`src/rtl/clk_src_pkg.sv`:
```
package clk_src_pkg;

    typedef enum logic [1:0] {
        OP_LOAD = 2'd0,
        OP_SRC  = 2'd1,
        OP_DIV  = 2'd2,
        OP_EN   = 2'd3
    } op_e;

    // Ratio for a divide index; the table is non-monotonic on purpose.
    function automatic logic [2:0] ratio_of(input logic [1:0] idx, input bit variant);
        case (idx)
            2'd0:    ratio_of = 3'd1;
            2'd1:    ratio_of = 3'd4;
            2'd2:    ratio_of = variant ? 3'd3 : 3'd1;
            default: ratio_of = 3'd2;
        endcase
    endfunction

    // Index for an accepted request 1..4; 3 falls back to 4 without the variant.
    function automatic logic [1:0] index_of(input logic [2:0] req, input bit variant);
        case (req)
            3'd1:    index_of = 2'd0;
            3'd2:    index_of = 2'd3;
            3'd3:    index_of = variant ? 2'd2 : 2'd1;
            default: index_of = 2'd1;
        endcase
    endfunction

endpackage

```
`src/rtl/clk_src_regs.sv`:
```
module clk_src_regs
    import clk_src_pkg::*;
#(
    parameter int              NUM_SLOTS = 6,
    parameter int              REG_W     = 32,
    parameter int              SLOT_W    = 3,
    parameter bit              VARIANT   = 1'b0,
    parameter logic [REG_W-1:0] RESET_VAL = 32'h0000_0009
) (
    input  logic                        clk,
    input  logic                        rst_n,
    input  logic                        cmd_valid,
    input  logic [1:0]                  cmd_op,
    input  logic [SLOT_W-1:0]           cmd_slot,
    input  logic [REG_W-1:0]            cmd_data,
    output logic [REG_W-1:0]            rd_data,
    output logic                        cmd_err,
    output logic [NUM_SLOTS-1:0][2:0]   slot_sel,
    output logic [NUM_SLOTS-1:0][1:0]   slot_idx
);

    localparam int FW   = 5;
    localparam int USED = NUM_SLOTS * FW;
    localparam logic [REG_W-1:0] USED_MASK = {{(REG_W-USED){1'b0}}, {USED{1'b1}}};

    typedef struct packed {
        logic [REG_W-1:0]          regv;
        logic [NUM_SLOTS-1:0][2:0] rem;
        logic                      err;
    } st_t;

    function automatic st_t init_st();
        st_t s;
        s.regv = RESET_VAL & USED_MASK;
        for (int i = 0; i < NUM_SLOTS; i++) begin
            s.rem[i] = (s.regv[i*FW+2 +: 3] != 3'd0) ? s.regv[i*FW+2 +: 3] : 3'd1;
        end
        s.err = 1'b0;
        return s;
    endfunction

    st_t st_d, st_q;
    op_e op;
    logic slot_ok;

    assign op      = op_e'(cmd_op);
    assign slot_ok = (int'(cmd_slot) < NUM_SLOTS);

    always_comb begin
        st_d     = st_q;
        st_d.err = 1'b0;
        if (cmd_valid) begin
            case (op)
                OP_LOAD: begin
                    st_d.regv = cmd_data & USED_MASK;
                    for (int i = 0; i < NUM_SLOTS; i++) begin
                        if (cmd_data[i*FW+2 +: 3] != 3'd0) st_d.rem[i] = cmd_data[i*FW+2 +: 3];
                    end
                end
                OP_SRC: begin
                    if (!slot_ok || cmd_data == '0 || cmd_data > 7) begin
                        st_d.err = 1'b1;
                    end else begin
                        for (int i = 0; i < NUM_SLOTS; i++) begin
                            if (int'(cmd_slot) == i) begin
                                st_d.rem[i] = cmd_data[2:0];
                                if (st_q.regv[i*FW+2 +: 3] != 3'd0) st_d.regv[i*FW+2 +: 3] = cmd_data[2:0];
                            end
                        end
                    end
                end
                OP_DIV: begin
                    if (!slot_ok || cmd_data == '0 || cmd_data > 4) begin
                        st_d.err = 1'b1;
                    end else begin
                        for (int i = 0; i < NUM_SLOTS; i++) begin
                            if (int'(cmd_slot) == i) st_d.regv[i*FW +: 2] = index_of(cmd_data[2:0], VARIANT);
                        end
                    end
                end
                default: begin
                    if (!slot_ok) begin
                        st_d.err = 1'b1;
                    end else begin
                        for (int i = 0; i < NUM_SLOTS; i++) begin
                            if (int'(cmd_slot) == i) st_d.regv[i*FW+2 +: 3] = cmd_data[0] ? st_q.rem[i] : 3'd0;
                        end
                    end
                end
            endcase
        end
    end

    always_ff @(posedge clk) begin
        if (!rst_n) st_q <= init_st();
        else        st_q <= st_d;
    end

    assign rd_data = st_q.regv;
    assign cmd_err = st_q.err;

    for (genvar g = 0; g < NUM_SLOTS; g++) begin : g_fields
        assign slot_sel[g] = st_q.regv[g*FW+2 +: 3];
        assign slot_idx[g] = st_q.regv[g*FW +: 2];


        off_src_only_remembered_chk: assert property (@(posedge clk) disable iff (!rst_n)
            (cmd_valid && op == OP_SRC && int'(cmd_slot) == g && slot_sel[g] == 3'd0)
            |=> (slot_sel[g] == 3'd0));


        remembered_nonzero_chk: assert property (@(posedge clk) disable iff (!rst_n)
            st_q.rem[g] != 3'd0);
    end


    reject_keeps_reg_chk: assert property (@(posedge clk) disable iff (!rst_n)
        cmd_err |-> (rd_data == $past(rd_data)));


    err_needs_cmd_chk: assert property (@(posedge clk) disable iff (!rst_n)
        cmd_err |-> $past(cmd_valid));

endmodule

```
`src/rtl/clk_src_div.sv`:
```
module clk_src_div
    import clk_src_pkg::*;
#(
    parameter bit VARIANT = 1'b0
) (
    input  logic       clk,
    input  logic       rst_n,
    input  logic       en_i,
    input  logic       src_i,
    input  logic [1:0] idx_i,
    output logic       tick_o
);

    localparam int CNT_W = 2;

    typedef struct packed {
        logic [CNT_W-1:0] cnt;
        logic             tick;
    } dv_t;

    dv_t dv_d, dv_q;
    logic [2:0] ratio;

    assign ratio = ratio_of(idx_i, VARIANT);

    always_comb begin
        dv_d      = dv_q;
        dv_d.tick = 1'b0;
        if (!en_i) begin
            dv_d.cnt = '0;
        end else if (src_i) begin
            if ({1'b0, dv_q.cnt} >= ratio - 3'd1) begin
                dv_d.cnt  = '0;
                dv_d.tick = 1'b1;
            end else begin
                dv_d.cnt = dv_q.cnt + 1'b1;
            end
        end
    end

    always_ff @(posedge clk) begin
        if (!rst_n) dv_q <= '0;
        else        dv_q <= dv_d;
    end

    assign tick_o = dv_q.tick;


    idle_slot_quiet_chk: assert property (@(posedge clk) disable iff (!rst_n)
        !en_i |=> (!tick_o && dv_q.cnt == '0));


    tick_has_cause_chk: assert property (@(posedge clk) disable iff (!rst_n)
        tick_o |-> $past(en_i && src_i));


    unit_ratio_chk: assert property (@(posedge clk) disable iff (!rst_n)
        (en_i && src_i && ratio == 3'd1) |=> tick_o);

endmodule

```
`src/rtl/clk_src_sel.sv`:
```
module clk_src_sel
    import clk_src_pkg::*;
#(
    parameter int               NUM_SLOTS = 6,
    parameter int               NUM_GEN   = 6,
    parameter int               REG_W     = 32,
    parameter int               SLOT_W    = 3,
    parameter bit               VARIANT   = 1'b0,
    parameter logic [REG_W-1:0] RESET_VAL = 32'h0000_0009
) (
    input  logic                 clk,
    input  logic                 rst_n,
    input  logic                 cmd_valid,
    input  logic [1:0]           cmd_op,
    input  logic [SLOT_W-1:0]    cmd_slot,
    input  logic [REG_W-1:0]     cmd_data,
    output logic [REG_W-1:0]     rd_data,
    output logic                 cmd_err,
    input  logic                 pll_tick,
    input  logic [NUM_GEN-1:0]   gen_tick,
    output logic [NUM_SLOTS-1:0] tick_out
);

    logic [NUM_SLOTS-1:0][2:0] slot_sel;
    logic [NUM_SLOTS-1:0][1:0] slot_idx;

    clk_src_regs #(
        .NUM_SLOTS (NUM_SLOTS),
        .REG_W     (REG_W),
        .SLOT_W    (SLOT_W),
        .VARIANT   (VARIANT),
        .RESET_VAL (RESET_VAL)
    ) i_regs (
        .clk       (clk),
        .rst_n     (rst_n),
        .cmd_valid (cmd_valid),
        .cmd_op    (cmd_op),
        .cmd_slot  (cmd_slot),
        .cmd_data  (cmd_data),
        .rd_data   (rd_data),
        .cmd_err   (cmd_err),
        .slot_sel  (slot_sel),
        .slot_idx  (slot_idx)
    );

    for (genvar g = 0; g < NUM_SLOTS; g++) begin : g_slot
        logic src_tick;

        always_comb begin
            src_tick = 1'b0;
            if (slot_sel[g] == 3'd1) src_tick = pll_tick;
            for (int j = 0; j < NUM_GEN; j++) begin
                if (int'(slot_sel[g]) == j + 2) src_tick = gen_tick[j];
            end
        end

        clk_src_div #(.VARIANT(VARIANT)) i_div (
            .clk    (clk),
            .rst_n  (rst_n),
            .en_i   (slot_sel[g] != 3'd0),
            .src_i  (src_tick),
            .idx_i  (slot_idx[g]),
            .tick_o (tick_out[g])
        );
    end

endmodule

```
`config.mk`:
```
export PLATFORM = sky130hd
export DESIGN_NAME = clk_src_sel
export DESIGN_NICKNAME = d
export VERILOG_FILES = /design/src/rtl/clk_src_pkg.sv /design/src/rtl/clk_src_regs.sv /design/src/rtl/clk_src_div.sv /design/src/rtl/clk_src_sel.sv
export SDC_FILE = /design/constraint.sdc
export NUM_CORES = 1
export LEC_CHECK = 0
export BUFFER_PORTS_ARGS = -buffer_cell sky130_fd_sc_hd__buf_2
export CAP_MARGIN = 5
export CORE_ASPECT_RATIO = 0.5
export CORE_MARGIN = 8
export CORE_UTILIZATION = 57
export DETAILED_ROUTE_END_ITERATION = 6
export PLACE_DENSITY_LB_ADDON = 0.25
export SLEW_MARGIN = 15
export SYNTH_ARGS = -nofsm -noshare
export SYNTH_HDL_FRONTEND = slang
export SYNTH_SLANG_ARGS = --single-unit
```
`constraint.sdc`:
```
create_clock -name clk -period 2.3 [get_ports clk]
set_clock_uncertainty 0.05 [all_clocks]
set_input_delay 0.115 -clock clk [delete_from_list [all_inputs] [get_ports clk]]
set_output_delay 0.115 -clock clk [all_outputs]
set_load 0.05 [all_outputs]
```
==> results of run 1 <==
registers in the layout (all words and copies together) (netlist names):
name	cells
g_slot.i_div.tick_o	6
g_slot.i_div.dv_q	12
i_regs.cmd_err	1
i_regs.rd_data	30
i_regs.st_q	18
cell type report:
type	instances	area share
multi-input combinational	478	0.557
sequential	67	0.242
timing repair buffer	113	0.116
clock buffer	9	0.0406
tap	117	0.0264
clock inverter	6	0.0120
inverter	10	0.00677
cells by family after synthesis:
logic type	synth area share
multiplexers	0.0990
AO/OA/AOI/OAI	0.214
other	0.000764
buffers and inverters	0.0987
AND/OR/NAND/NOR	0.284
adder cells (fa/ha/maj)	0.0306
flip-flops	0.273
per-stage QoR:
stage	hold WS [ps]	utilization	cells	cell area, µm²
floorplan	233	-	633	4910
global placement	366	0.616	785	5250
detailed placement	364	0.616	785	5250
CTS	10.7	0.650	800	5540
global route	29.1	0.650	800	5540
finish	12.0	0.650	800	5540
layout by cell type (no fill, tap or decap), types with 3 or more instances in the layout:
master and count:
buf_2 83, nand2_1 78, dfxtp_1 67, mux2i_1 44, a21oi_1 42, o21ai_0 38
nor2_1 37, nor3_1 30, buf_4 30, nand2b_1 20, nand3_1 19, nor3b_1 17
nor4_1 15, ha_1 12, o211ai_1 10, inv_1 9, clkbuf_16 9, a211oi_1 8
nand4_1 8, or3_1 5, and2_1 5, a21o_1 5, o31ai_1 5, a31oi_1 5
a22o_1 5, o221a_2 5, a311oi_1 5, nor3_2 4, o22ai_2 4, and4_1 3
clkinvlp_4 3
power by group:
group	internal (mW)	total, mW	switching [mW]
combinational	0.215	0.605	0.391
sequential	1.20	1.24	0.0391
clock	0.834	1.38	0.543
Yosys cell counts (4+ instances only):
cell,instances,share of area
a31oi_1,5,0.0064
o211ai_1,10,0.015
inv_1,9,0.0069
o21ai_0,38,0.039
a21oi_1,42,0.043
and2_1,5,0.0064
or3_1,5,0.0064
a21o_1,5,0.0077
a211oi_1,8,0.012
buf_4,38,0.058
clkbuf_1,34,0.026
nor3b_1,17,0.026
nor2_1,37,0.028
nand3_1,19,0.019
a22o_1,5,0.0089
nor3_2,4,0.0082
o22ai_2,4,0.010
nand2b_1,20,0.026
dfxtp_1,67,0.27
nand2_1,78,0.060
o221a_2,5,0.011
nand4_1,8,0.010
nor3_1,30,0.031
o31ai_1,5,0.0077
a311oi_1,5,0.0089
mux2i_1,44,0.090
ha_1,12,0.031
nor4_1,15,0.019
how the worst max path moves through the flow:
| stage | start | endpoint | slack [ps] | depth (start not counted) |
|---|---|---|---|---|
| after floorplan | i_regs.rd_data[18] | g_slot[3].i_div.dv_q[2] | 330 | 6 |
| after global placement | cmd_data[10] | i_regs.rd_data[0] | 200 | 6 |
| after detailed placement | cmd_data[10] | i_regs.rd_data[0] | 120 | 6 |
| after CTS | i_regs.rd_data[18] | g_slot[3].i_div.dv_q[2] | 220 | 5 |
| after global routing | i_regs.rd_data[18] | g_slot[3].i_div.dv_q[2] | 110 | 5 |
| final | i_regs.rd_data[18] | g_slot[3].i_div.dv_q[2] | 210 | 5 |
worst min-delay path: cells and delay by family:
family	cells	cell delay [ps]
compound gates	1	80
buf+inv	1	100
simple gates	1	50
layer usage:
layer / wire length (µm) / track usage
met1: 6740 / 0.332
met2: 6430 / 0.386
met3: 1780 / 0.0951
met4: 267 / 0.0777
met5: 0 / 0
==> impl_metrics.tcl, run 1 <==
set metrics [dict create \
    outcome "completed" \
    antenna_cells 0 \
    worst_pin_slew_ps 760 \
    critPathBufInv 0 \
    path_class "flop to flop" \
    pre_cts_ws_ps 123 \
    period_minus_slack_ps 2090 \
    drt-initial-drc-count 510 \
    holdCritPathClass "input port to flop" \
    worst_setup_path_end_kind "flop" \
    crit_chain "mux2i_1 > mux4_2 > or2_4 > or4_1 > a21oi_1" \
    reg2regPathDepth 5 \
    vias 5022 \
    multi_input_area_um2 3080 \
    grt_pass1_vias 4592 \
    core_um2 8530 \
    cts_tree "done" \
    min_from "cmd_data[20]" \
    max_freq_mhz 479 \
    power_mw 3.22 \
    cp_max_fo 8 \
    antenna_found_initial 0 \
    cts-buffers-inserted 9 \
    htreeDepth 3 \
    grt_pass1_wl_um 24300 \
    synth_cells 632 \
    final.setup.tns_ps 0 \
    synth_cell_type_count 68 \
    crit_path_max_incr_delay_ps 490 \
    setup_viol 0 \
    critPathArrivalTime_ps 2310 \
    grt_overflow 0 \
    ys.warnings.count 0 \
    syn_avg_cell_area_um2 7.76 \
    cts_setup_buffers 0 \
    slew_violations 0 \
    routed_via_density 6.28 \
    whs_endpoint "i_regs.rd_data[20]" \
    ys_seq_area_frac 0.273 \
    slew_headroom 0.489 \
    start_kind "flop" \
    leakage_nw 2.27 \
    antenna_left 0 \
    wl_per_cell_um 19.0 \
    fin_crit_sh 0.907 \
    cts.sinks 67 \
    dieWidth_um 147 \
    drv_cap 0 \
    dp_hpwl_um 11500 \
    ctsHoldBuffers 0 \
    wirelength_um 15200 \
    critPathTopFamily "simple AND/OR/NAND/NOR gates" \
    ff2ff_setup_slack_ps 210 \
    syn2layout_area_growth_pct 13.0 \
    r2r_end "g_slot[3].i_div.dv_q[2]" \
    clock_latency_ps 340 \
    ios 86 \
    die_h_um 81.6 \
    synth_seq_cells 67 \
    dieArea_um2 12000 \
    ys.flop_type "dfxtp_1" \
    critPathSlowestCell "dfxtp_1" \
    synth.cell_area_um2 4910 \
    hold_depth 3 \
    initial_utilization 0.575 \
    final_layout_size_suffix_gt1_frac 0.231 \
    drtPass1Iterations 5 \
    grtUsageTotal 0.254 \
    r2r_start "i_regs.rd_data[18]" \
    fillers 760 \
    rows 24 \
    gp_congestion 0.947 \
    power_density_nw_per_um2 581 \
    ctsResizeCount 0 \
    crit_required_ps 2520 \
    grt_max_degree 34 \
    io_buffers 83 \
    rsz0062_at_grt "false" \
    clk_pin_slew_ps 60 \
    cts_buffer_depth 2 \
    nNetsFinal 738 \
    peakVddDrop_v 0.000344 \
    hold_viol_final 0 \
    synth-edff-count 0 \
    root_buffer "clkbuf_16" \
    synthArstFlopShare 0 \
    layout_setup_ws_ps 214 \
    register_area_um2 1340 \
    drc 0 \
]
No activity file was read; power rests on OpenSTA's default activity.
==> inputs of run 2 (changes only) <==
--- a/config.mk
+++ b/config.mk
@@ -12,7 +12,7 @@
 export CORE_UTILIZATION = 57
 export DETAILED_ROUTE_END_ITERATION = 6
 export PLACE_DENSITY_LB_ADDON = 0.25
-export SLEW_MARGIN = 15
+export SLEW_MARGIN = 25
 export SYNTH_ARGS = -nofsm -noshare
 export SYNTH_HDL_FRONTEND = slang
 export SYNTH_SLANG_ARGS = --single-unit
==> constraint.sdc (replaced) <==
create_clock -name clk -period 2.3 [get_ports clk]
set_clock_uncertainty 0.05 [all_clocks]
set_input_delay 0.23 -clock clk [delete_from_list [all_inputs] [get_ports clk]]
set_output_delay 0.23 -clock clk [all_outputs]
set_load 0.05 [all_outputs]
==> run 2 against run 1 <==
Register-to-register slack is essentially flat. Sequential share of layout area fell by 0.42 points. Utilization increased by 1.2 points. Setup slack better by 10 ps. Hold slack better by 130 ps. Clock-buffer cell count unchanged. First-iteration DRC count grew 1.2%. Via count grew 0.76%. Sequential cell count is the same. Design area up 1.8%. Global-route usage grew 0.34 points. Critical endpoint unchanged. Largest power group unchanged.
==> impl_metrics.tcl, run 2 (synthesized netlist as in run 1, its figures left out) <==
set metrics [dict create \
    antenna_found_initial 0 \
    ios 86 \
    drtPass1Iterations 7 \
    nNetsFinal 748 \
    worst_setup_path_end_kind "flop" \
    io_buffers 83 \
    hold_depth 3 \
    slew_headroom 0.527 \
    ff2ff_setup_slack_ps 220 \
    ctsHoldBuffers 0 \
    rows 24 \
    grt_pass1_vias 4728 \
    dieWidth_um 147 \
    slew_violations 0 \
    cts_buffer_depth 2 \
    peakVddDrop_v 0.000395 \
    drt-initial-drc-count 516 \
    syn2layout_area_growth_pct 15.0 \
    vias 5060 \
    final.setup.tns_ps 0 \
    routed_via_density 6.25 \
    htreeDepth 3 \
    grt_overflow 0 \
    die_h_um 81.6 \
    fin_crit_sh 0.902 \
    min_from "cmd_data[20]" \
    cp_max_fo 8 \
    crit_required_ps 2520 \
    final_cell_mix "buf_2, nand2_1, dfxtp_1, mux2i_1, a21oi_1" \
    holdCritPathClass "input port to flop" \
    grtUsageTotal 0.258 \
    drv_cap 0 \
    reg2regPathDepth 5 \
    antenna_left 0 \
    hold_viol_final 0 \
    largest_register_ff_count 30 \
    rsz0062_at_grt "false" \
    gp_congestion 0.978 \
    wirelength_um 15500 \
    start_kind "flop" \
    grt_pass1_wl_um 24700 \
    final_layout_size_suffix_gt1_frac 0.242 \
    antenna_cells 0 \
    cts.sinks 67 \
    max_freq_mhz 482 \
    dp_hpwl_um 11900 \
    path_class "flop to flop" \
    clock_latency_ps 330 \
    outcome "completed" \
    cts-buffers-inserted 9 \
    ctsResizeCount 0 \
    leakage_nw 2.34 \
    wl_per_cell_um 19.1 \
    fillers 733 \
    drc 0 \
    cts_tree "done" \
    root_buffer "clkbuf_16" \
    whs_endpoint "i_regs.rd_data[20]" \
    r2r_start "i_regs.rd_data[18]" \
    cts_setup_buffers 0 \
    layout_setup_ws_ps 224 \
    core_um2 8530 \
    period_minus_slack_ps 2080 \
    mostFrequentLayoutCell "buf_2" \
    worst_pin_slew_ps 704 \
    dieArea_um2 12000 \
    pre_cts_ws_ps 63.7 \
    initial_utilization 0.575 \
    power_density_nw_per_um2 593 \
    clk_pin_slew_ps 60 \
    r2r_end "g_slot[3].i_div.dv_q[2]" \
    critPathArrivalTime_ps 2290 \
    grt_max_degree 32 \
    setup_viol 0 \
]
[run 2: layer usage]
layer	GRT usage	vias to the layer above	share of wire
li1	-	2406	-
met1	0.351	2326	0.45
met2	0.390	306	0.41
met3	0.0775	22	0.12
met4	0.0727	0	0.015
met5	0	-	0
[run 2: worst max-delay path, cell delays in order (launching register included)]
cell,delay [ps]
dfxtp_1,480
mux2i_1,120
mux4_2,490
or2_4,270
or4_1,460
a21oi_1,140
[run 2: worst max path at each step]
stage                       startpoint                 endpoint  slack [ps]  cells after the start
finish              i_regs.rd_data[18]  g_slot[3].i_div.dv_q[2]         220                      5
global route        i_regs.rd_data[18]  g_slot[3].i_div.dv_q[2]          60                      5
CTS                 i_regs.rd_data[18]  g_slot[3].i_div.dv_q[2]         220                      5
detailed placement         cmd_data[9]        i_regs.rd_data[0]          60                      6
global placement           cmd_data[9]       i_regs.rd_data[20]         100                      6
floorplan                  cmd_data[0]        i_regs.rd_data[0]         260                      6
[run 2: where the power goes]
| part | internal [mW] | switching [mW] | total [mW] | leakage (nW) |
|---|---|---|---|---|
| Sequential | 1.20 | 0.0391 | 1.24 | 0.544 |
| Clock | 0.946 | 0.542 | 1.49 | 0.152 |
| Combinational | 0.222 | 0.395 | 0.617 | 1.64 |
| Total | 2.37 | 0.976 | 3.34 | 2.34 |
[run 2: final cells by class]
| cell class | instances | area [µm²] | share of cell area |
|---|---|---|---|
| clock buffers | 9 | 225 | 0.0399 |
| repair buffers | 123 | 716 | 0.127 |
| clock inverters | 6 | 90.1 | 0.0160 |
| well taps | 117 | 146 | 0.0260 |
| multi-input cells | 478 | 3080 | 0.547 |
| inverters | 10 | 37.5 | 0.00665 |
| flip-flops and latches | 67 | 1340 | 0.238 |
[run 2: metrics by stage]
stage | hold WS [ps] | cell area [µm²] | cells | total power, mW | util
2_1_floorplan | 348 | 4910 | 633 | 1.67 | -
3_3_place_gp | 405 | 5330 | 795 | 1.85 | 0.624
3_5_place_dp | 407 | 5330 | 795 | 1.86 | 0.624
4_1_cts | 133 | 5640 | 810 | 3.34 | 0.661
5_1_grt | 148 | 5640 | 810 | 3.46 | 0.661
6_report | 137 | 5640 | 810 | 3.34 | 0.661
